[src/rtl/los_sq_pkg.sv]
package los_sq_pkg;

    typedef enum logic [1:0] {
        LN_LIVE  = 2'd0,
        LN_LOS   = 2'd1,
        LN_EIDLE = 2'd2
    } lane_st_e;

    typedef enum logic [1:0] {
        OS_DATA = 2'd0,
        OS_LOW  = 2'd1,
        OS_HIGH = 2'd2,
        OS_CM   = 2'd3
    } out_sel_e;

    function automatic out_sel_e inh_code(input logic [1:0] lvl);
        out_sel_e r;
        unique case (lvl)
            2'd0:    r = OS_LOW;
            2'd1:    r = OS_HIGH;
            default: r = OS_CM;
        endcase
        return r;
    endfunction

endpackage

[src/rtl/los_lane_fsm.sv]
module los_lane_fsm
    import los_sq_pkg::*;
#(
    parameter int T_SHORT = 8,
    parameter int T_LONG  = 40,
    localparam int CW     = $clog2(T_LONG + 1)
) (
    input  logic          clk,
    input  logic          rst_n,
    input  logic          strb,
    input  logic          tmo_short,
    input  logic          eidle_en,
    output lane_st_e      st_q,
    output logic [CW-1:0] cnt_q
);

    localparam logic [CW-1:0] TS = CW'(T_SHORT);
    localparam logic [CW-1:0] TL = CW'(T_LONG);

    lane_st_e      st_d;
    logic [CW-1:0] cnt_d;
    logic [CW-1:0] cnt_inc;
    logic [CW-1:0] term;

    always_comb begin
        cnt_inc = (cnt_q == TL) ? cnt_q : cnt_q + 1'b1;
        term    = tmo_short ? TS : TL;
        cnt_d   = strb ? '0 : cnt_inc;
        st_d    = st_q;
        unique case (st_q)
            LN_LIVE: begin
                if (!strb && cnt_inc >= term) st_d = LN_LOS;        // expire
            end
            LN_LOS: begin
                if (strb)                             st_d = LN_LIVE;   // recover
                else if (eidle_en && cnt_q == TL)     st_d = LN_EIDLE;  // idle_enter
            end
            LN_EIDLE: begin
                if (strb)           st_d = LN_LIVE;                  // recover
                else if (!eidle_en) st_d = LN_LOS;                   // idle_leave
            end
            default: st_d = LN_LOS;
        endcase
    end

    always_ff @(posedge clk or negedge rst_n) begin
        if (!rst_n) begin
            st_q  <= LN_LOS;
            cnt_q <= '0;
        end else begin
            st_q  <= st_d;
            cnt_q <= cnt_d;
        end
    end

    // any strobe brings the lane live at the next edge
    assert_strobe_recovers_R4: assert property (@(posedge clk) disable iff (!rst_n)
        strb |=> st_q == LN_LIVE);

    // with the long window held, expiry happens exactly at the long count
    assert_long_window_R2: assert property (@(posedge clk) disable iff (!rst_n)
        (st_q == LN_LOS && $past(st_q) == LN_LIVE && !tmo_short && $past(!tmo_short))
        |-> cnt_q == TL);

    // with the short window held, expiry never precedes the short count
    assert_short_window_R3: assert property (@(posedge clk) disable iff (!rst_n)
        (st_q == LN_LOS && $past(st_q) == LN_LIVE) |-> cnt_q >= TS);

    // the idle state is reached only while the idle mode was enabled
    assert_idle_needs_en_R10: assert property (@(posedge clk) disable iff (!rst_n)
        (st_q == LN_EIDLE) |-> $past(eidle_en));

endmodule

[src/rtl/los_out_mux.sv]
module los_out_mux
    import los_sq_pkg::*;
(
    input  lane_st_e   st,
    input  logic       strb,
    input  logic       auto_en,
    input  logic [1:0] inh_lvl,
    input  logic       force_sq,
    output out_sel_e   sel,
    output logic       alarm
);

    always_comb begin
        alarm = (st != LN_LIVE);
        if (force_sq) begin
            sel = inh_code(inh_lvl);
        end else begin
            unique case (st)
                LN_LIVE:  sel = OS_DATA;
                LN_LOS:   sel = auto_en ? inh_code(inh_lvl) : OS_DATA;
                LN_EIDLE: sel = strb ? OS_DATA : OS_CM;
                default:  sel = OS_CM;
            endcase
        end
    end

endmodule

[src/rtl/los_squelch_ctrl.sv]
module los_squelch_ctrl
    import los_sq_pkg::*;
#(
    parameter int LANES      = 4,
    parameter int CYC_PER_US = 8,
    parameter int SHORT_US   = 1,
    parameter int LONG_US    = 5
) (
    input  logic               clk,
    input  logic               rst_n,
    input  logic [LANES-1:0]   trans_strb,
    input  logic               tmo_short,
    input  logic               sq_auto_en,
    input  logic [1:0]         inh_lvl,
    input  logic [LANES-1:0]   sq_force,
    input  logic               eidle_en,
    output logic [2*LANES-1:0] out_sel,
    output logic [LANES-1:0]   los_alarm
);

    localparam int T_SHORT = SHORT_US * CYC_PER_US;
    localparam int T_LONG  = LONG_US * CYC_PER_US;
    localparam int CW      = $clog2(T_LONG + 1);

    for (genvar i = 0; i < LANES; i++) begin : g_lane
        lane_st_e      st;
        logic [CW-1:0] cnt;
        out_sel_e      sel;
        logic          alm;

        los_lane_fsm #(.T_SHORT(T_SHORT), .T_LONG(T_LONG)) u_fsm (
            .clk       (clk),
            .rst_n     (rst_n),
            .strb      (trans_strb[i]),
            .tmo_short (tmo_short),
            .eidle_en  (eidle_en),
            .st_q      (st),
            .cnt_q     (cnt)
        );

        los_out_mux u_mux (
            .st       (st),
            .strb     (trans_strb[i]),
            .auto_en  (sq_auto_en),
            .inh_lvl  (inh_lvl),
            .force_sq (sq_force[i]),
            .sel      (sel),
            .alarm    (alm)
        );

        assign out_sel[2*i +: 2] = sel;
        assign los_alarm[i]      = alm;

        // manual squelch never lets data through
        assert_force_blocks_R8: assert property (@(posedge clk) disable iff (!rst_n)
            sq_force[i] |-> out_sel[2*i +: 2] != 2'b00);

        // with auto squelch off, a plain LOS lane keeps passing data
        assert_auto_off_R6: assert property (@(posedge clk) disable iff (!rst_n)
            (!sq_auto_en && !sq_force[i] && st == LN_LOS) |-> out_sel[2*i +: 2] == 2'b00);

        // one edge after a strobe the alarm is clear
        assert_alarm_clears_R4: assert property (@(posedge clk) disable iff (!rst_n)
            trans_strb[i] |=> !los_alarm[i]);

        // an idle lane's output follows its strobe combinationally
        assert_idle_bypass_R11: assert property (@(posedge clk) disable iff (!rst_n)
            (st == LN_EIDLE && !sq_force[i]) |-> (out_sel[2*i +: 2] == (trans_strb[i] ? 2'b00 : 2'b11)));
    end

endmodule

[config.mk]
export PLATFORM = sky130hd
export DESIGN_NAME = los_squelch_ctrl
export DESIGN_NICKNAME = d
export VERILOG_FILES = /design/src/rtl/los_sq_pkg.sv /design/src/rtl/los_lane_fsm.sv /design/src/rtl/los_out_mux.sv /design/src/rtl/los_squelch_ctrl.sv
export SDC_FILE = /design/constraint.sdc
export NUM_CORES = 1
export LEC_CHECK = 0
export ABC_AREA = 1
export BUFFER_PORTS_ARGS = -buffer_cell sky130_fd_sc_hd__buf_2
export CORE_ASPECT_RATIO = 0.5
export CORE_MARGIN = 4
export CORE_UTILIZATION = 51
export CTS_CLUSTER_SIZE = 24
export DETAILED_ROUTE_END_ITERATION = 10
export PLACE_DENSITY_LB_ADDON = 0.3
export SLEW_MARGIN = 20
export SYNTH_ARGS = -nofsm -noshare
export SYNTH_HDL_FRONTEND = slang
export SYNTH_SLANG_ARGS = --single-unit
[constraint.sdc]
create_clock -name clk -period 1.8 [get_ports clk]
set_clock_uncertainty 0.05 [all_clocks]
set_input_delay 0.09 -clock clk [delete_from_list [all_inputs] [get_ports clk]]
set_output_delay 0.09 -clock clk [all_outputs]
set_load 0.02 [all_outputs]
==> flow_summary.html <==
<table>
<tr><th>Metric</th><th>Value</th></tr>
<tr><th colspan="2">Layout</th></tr>
<tr><td>Commonest non-fill, non-tap cells in the layout</td><td>sky130_fd_sc_hd__nand2_1, sky130_fd_sc_hd__inv_1, sky130_fd_sc_hd__dfrtp_1</td></tr>
<tr><td>Filler cells</td><td>about 300</td></tr>
<tr><td>Diodes inserted</td><td>0</td></tr>
<tr><td>Layout Nets</td><td>387</td></tr>
<tr><td>Layout cell share with drive strength beyond 1</td><td>around a third</td></tr>
<tr><td>Final core area utilization</td><td>71.6%</td></tr>
<tr><td>Most common cell after layout, fill and taps aside</td><td>sky130_fd_sc_hd__nand2_1</td></tr>
<tr><td>Syn-to-layout area delta</td><td>28.7%</td></tr>
<tr><th colspan="2">Drt</th></tr>
<tr><td>Per-cell routed wire length</td><td>around 13 um</td></tr>
<tr><td>Via Count</td><td>2096</td></tr>
<tr><td>DR vias/cell</td><td>5.20</td></tr>
<tr><td>Detailed Route Iter0 Violations</td><td>75</td></tr>
<tr><td>ANT nets after route</td><td>0</td></tr>
<tr><td>Residual DRC count</td><td>0</td></tr>
<tr><td>Total length of routed wires</td><td>around 5.2 mm</td></tr>
<tr><td>First-pass iteration count of the detailed router</td><td>4</td></tr>
<tr><th colspan="2">Flow run</th></tr>
<tr><td>Max Cap Violations</td><td>0</td></tr>
<tr><th colspan="2">Timing</th></tr>
<tr><td>Crit path setup slack, layout</td><td>-8.90 ps</td></tr>
<tr><td>Final cycle utilization of the critical path</td><td>100%</td></tr>
<tr><td>Highest achievable clock rate</td><td>0.553 GHz</td></tr>
<tr><td>Slew headroom</td><td>51.0%</td></tr>
<tr><td>Total count of max-transition violations in the final report</td><td>0</td></tr>
<tr><td>Final Critical Period</td><td>between 1500 and 2000 ps</td></tr>
<tr><td>RSZ-0062 raised after global routing</td><td>true</td></tr>
<tr><td>Final setup fails</td><td>2</td></tr>
<tr><td>Worst-Margin Slew</td><td>735 ps</td></tr>
<tr><td>Worst hold slack</td><td>10.1 ps</td></tr>
<tr><td>Final Hold Vio Count</td><td>0</td></tr>
<tr><th colspan="2">Global route</th></tr>
<tr><td>Via count of the first global-routing pass</td><td>approximately 2000</td></tr>
<tr><td>Largest net degree at the start of global routing</td><td>33</td></tr>
<tr><td>Final global-route overflow total</td><td>0</td></tr>
<tr><td>Initial antenna violation count</td><td>0</td></tr>
<tr><td>Total global routing track utilization</td><td>between 10% and 20%</td></tr>
<tr><td>Wire length of the first global-routing pass</td><td>8.20 mm</td></tr>
<tr><th colspan="2">Clock network</th></tr>
<tr><td>Clock transition at path regs</td><td>roughly 70 ps</td></tr>
<tr><td>Maximum root-to-sink buffer count</td><td>2</td></tr>
<tr><td>Clock tree from TritonCTS</td><td>built</td></tr>
<tr><td>Clock tree sinks</td><td>32</td></tr>
<tr><td>Number of levels the H-tree was split into</td><td>2</td></tr>
<tr><td>Number of buffers created by CTS</td><td>5</td></tr>
<tr><td>Clk Latency, worst-skew pair</td><td>290 ps</td></tr>
<tr><td>Root buffer cell</td><td>sky130_fd_sc_hd__clkbuf_8</td></tr>
<tr><th colspan="2">Power</th></tr>
<tr><td>Pwr Density</td><td>slightly above 1000 nW/um^2</td></tr>
<tr><td>Peak supply drop</td><td>~480 uV</td></tr>
<tr><td>Leakage</td><td>1.52 nW</td></tr>
<tr><th colspan="2">Placement</th></tr>
<tr><td>Setup slack at placement</td><td>71.7 ps</td></tr>
<tr><td>Routability cong.</td><td>0.809</td></tr>
<tr><td>Dpl hpwl</td><td>3.51 mm</td></tr>
<tr><td>Quantity of I/O buffers inserted on ports</td><td>26</td></tr>
<tr><th colspan="2">Worst setup path</th></tr>
<tr><td>Arrival @ worst endpoint</td><td>1980 ps</td></tr>
<tr><td>Worst-path fanout max</td><td>4</td></tr>
<tr><td>Worst Reg-to-Reg Cells</td><td>11</td></tr>
<tr><td>Critical path origin</td><td>g_lane[0].u_fsm.cnt_q[3]$_DFF_PN0_</td></tr>
<tr><td>Source of the worst register-to-register timing path</td><td>g_lane[0].u_fsm.cnt_q[3]$_DFF_PN0_</td></tr>
<tr><td>Crit end category</td><td>flop</td></tr>
<tr><td>Endpoint of the lowest-slack register-to-register path</td><td>g_lane[0].u_fsm.st_q[1]$_DFFE_PN0P_</td></tr>
<tr><td>Crit path kind</td><td>flop to flop</td></tr>
<tr><td>End of the critical path</td><td>g_lane[0].u_fsm.st_q[1]$_DFFE_PN0P_</td></tr>
<tr><td>Startpoint kind of the worst setup timing path</td><td>flop</td></tr>
<tr><td>Required time at the endpoint of the critical path</td><td>1980 ps</td></tr>
<tr><td>Reg-to-reg setup timing slack</td><td>-9 ps</td></tr>
<tr><th colspan="2">Synth</th></tr>
<tr><td>Yosys Warn Count</td><td>0</td></tr>
<tr><td>Number of instances in the synthesized netlist</td><td>293</td></tr>
<tr><td>Sequential share of the synthesized area</td><td>a little over a third</td></tr>
<tr><td>Cell area after technology mapping</td><td>2280 sq um</td></tr>
<tr><td>Number of flip-flops and latches in the synthesized netlist</td><td>32</td></tr>
<tr><td>Number of distinct library cells after synthesis</td><td>27</td></tr>
<tr><td>Synthesized area per cell</td><td>7.79 sq um</td></tr>
<tr><td>Post-synth net total</td><td>about 330</td></tr>
<tr><th colspan="2">Die</th></tr>
<tr><td>Initial standard-cell utilization of the core</td><td>55.6%</td></tr>
<tr><td>IO Count</td><td>27</td></tr>
<tr><td>Site row count</td><td>16</td></tr>
<tr><td>Die height</td><td>55.3 um</td></tr>
<tr><td>Die width</td><td>103 um</td></tr>
<tr><td>Floorplan die area</td><td>between 5000 and 6000 sq um</td></tr>
<tr><td>Core box area</td><td>4100 sq um</td></tr>
<tr><th colspan="2">Outcome</th></tr>
<tr><td>Status</td><td>finished with violations</td></tr>
<tr><td>Failing checks</td><td>setup timing</td></tr>
<tr><th colspan="2">Min path</th></tr>
<tr><td>Hold crit path type</td><td>primary input to flop</td></tr>
</table>
area by class of cell:
type	count	area (sq um)	area share (%)
Multi-Input combinational cell	207	1410	47.9
Sequential cell	32	806	27.4
Clock inverter	2	35.0	1.19
Tap cell	54	67.6	2.30
Timing Repair Buffer	53	359	12.2
Inverter	49	190	6.47
Clock buffer	6	72.6	2.47
worst max-delay path: stages, from the launching register on:
cell	delay, ps
sky130_fd_sc_hd__dfrtp_1	390
sky130_fd_sc_hd__nand4_1	180
sky130_fd_sc_hd__or3_4	420
sky130_fd_sc_hd__nand2_2	80
sky130_fd_sc_hd__ha_4	190
sky130_fd_sc_hd__nand2_1	60
sky130_fd_sc_hd__nand2_1	50
sky130_fd_sc_hd__nand2_1	70
sky130_fd_sc_hd__nand2_2	70
sky130_fd_sc_hd__nand2_2	70
sky130_fd_sc_hd__nand2_1	50
sky130_fd_sc_hd__nand2_1	60
what timing repair did:
| action | in CTS | in global routing |
|---|---|---|
| gates resized for setup | 12 | 31 |
| pin swaps | 0 | 17 |
| hold buffers | 4 | 0 |
| setup endpoints to repair | 6 | 14 |
| setup buffers | 5 | 14 |
| endpoints found under the hold margin | 37 | 0 |
registers in the layout, summed over array words and instances, names as in the netlist:
name	flops
g_lane.u_fsm.st_q	8
g_lane.u_fsm.cnt_q	24
power breakdown:
group	switching, W	total [W]	internal, W
clock network	0.000279	0.000690	0.000411
logic	0.000797	0.00134	0.000548
registers	0.0000962	0.000944	0.000848
metrics by stage:
stage,total power (W),std cells,setup TNS (ps),area (sq um)
4_1_cts,0.00283,389,0,2690
6_report,0.00298,403,-9.67,2940
2_1_floorplan,0.00183,293,0,2280
3_3_place_gp,0.00199,372,0,2470
3_5_place_dp,0.00204,372,0,2470
5_1_grt,0.00319,403,-633,2940
kinds of logic after synthesis:
logic type	synth area share [%]
AO/OA/AOI/OAI	13.0
flip-flops	35.3
AND/OR/NAND/NOR	28.5
adder cells (fa/ha/maj)	13.2
buffers and inverters	10.0
how the worst min path moves through the flow:
stage | from | to | slack, ps | cells after the start
final | trans_strb[0] | g_lane[0].u_fsm.cnt_q[1]$_DFF_PN0_ | 10 | 2
after global routing | trans_strb[0] | g_lane[0].u_fsm.cnt_q[3]$_DFF_PN0_ | 20 | 2
after CTS | trans_strb[0] | g_lane[0].u_fsm.cnt_q[1]$_DFF_PN0_ | 0.5 | 2
after detailed placement | rst_n | g_lane[2].u_fsm.cnt_q[0]$_DFF_PN0_ | 140 | 1
after global placement | rst_n | g_lane[2].u_fsm.cnt_q[1]$_DFF_PN0_ | 130 | 1
after floorplan | rst_n | g_lane[0].u_fsm.cnt_q[0]$_DFF_PN0_ | -260 | 0
cells in the mapped netlist, drive strengths merged:
cell / number / area, sq um
a211oi: 4 / 30.0
a21oi: 20 / 149
a22oi: 6 / 45.0
buf: 5 / 45.0
clkinv: 3 / 11.3
dfrtp: 28 / 701
dfstp: 4 / 105
ha: 24 / 300
inv: 46 / 173
nand2: 75 / 297
nand3: 20 / 100
nand3b: 1 / 7.51
nand4: 8 / 50.1
nor2: 24 / 120
nor3: 4 / 20.0
o21a: 3 / 22.5
o21ai: 10 / 50.1
or2: 4 / 32.5
or3: 4 / 25.0
per-layer routing:
layer / vias up / global-route usage (%) / wire length [um] / part of all wire (%)
li1: 1058 / - / - / -
met1: 996 / 20.8 / 2270 / 44
met2: 33 / 31.9 / 2690 / 52
met3: 9 / 4.90 / 164 / 3.1
met4: 0 / 5.98 / 87 / 1.7
met5: - / 0 / 0 / 0
Note: power is estimated with default switching activity, not from simulation.
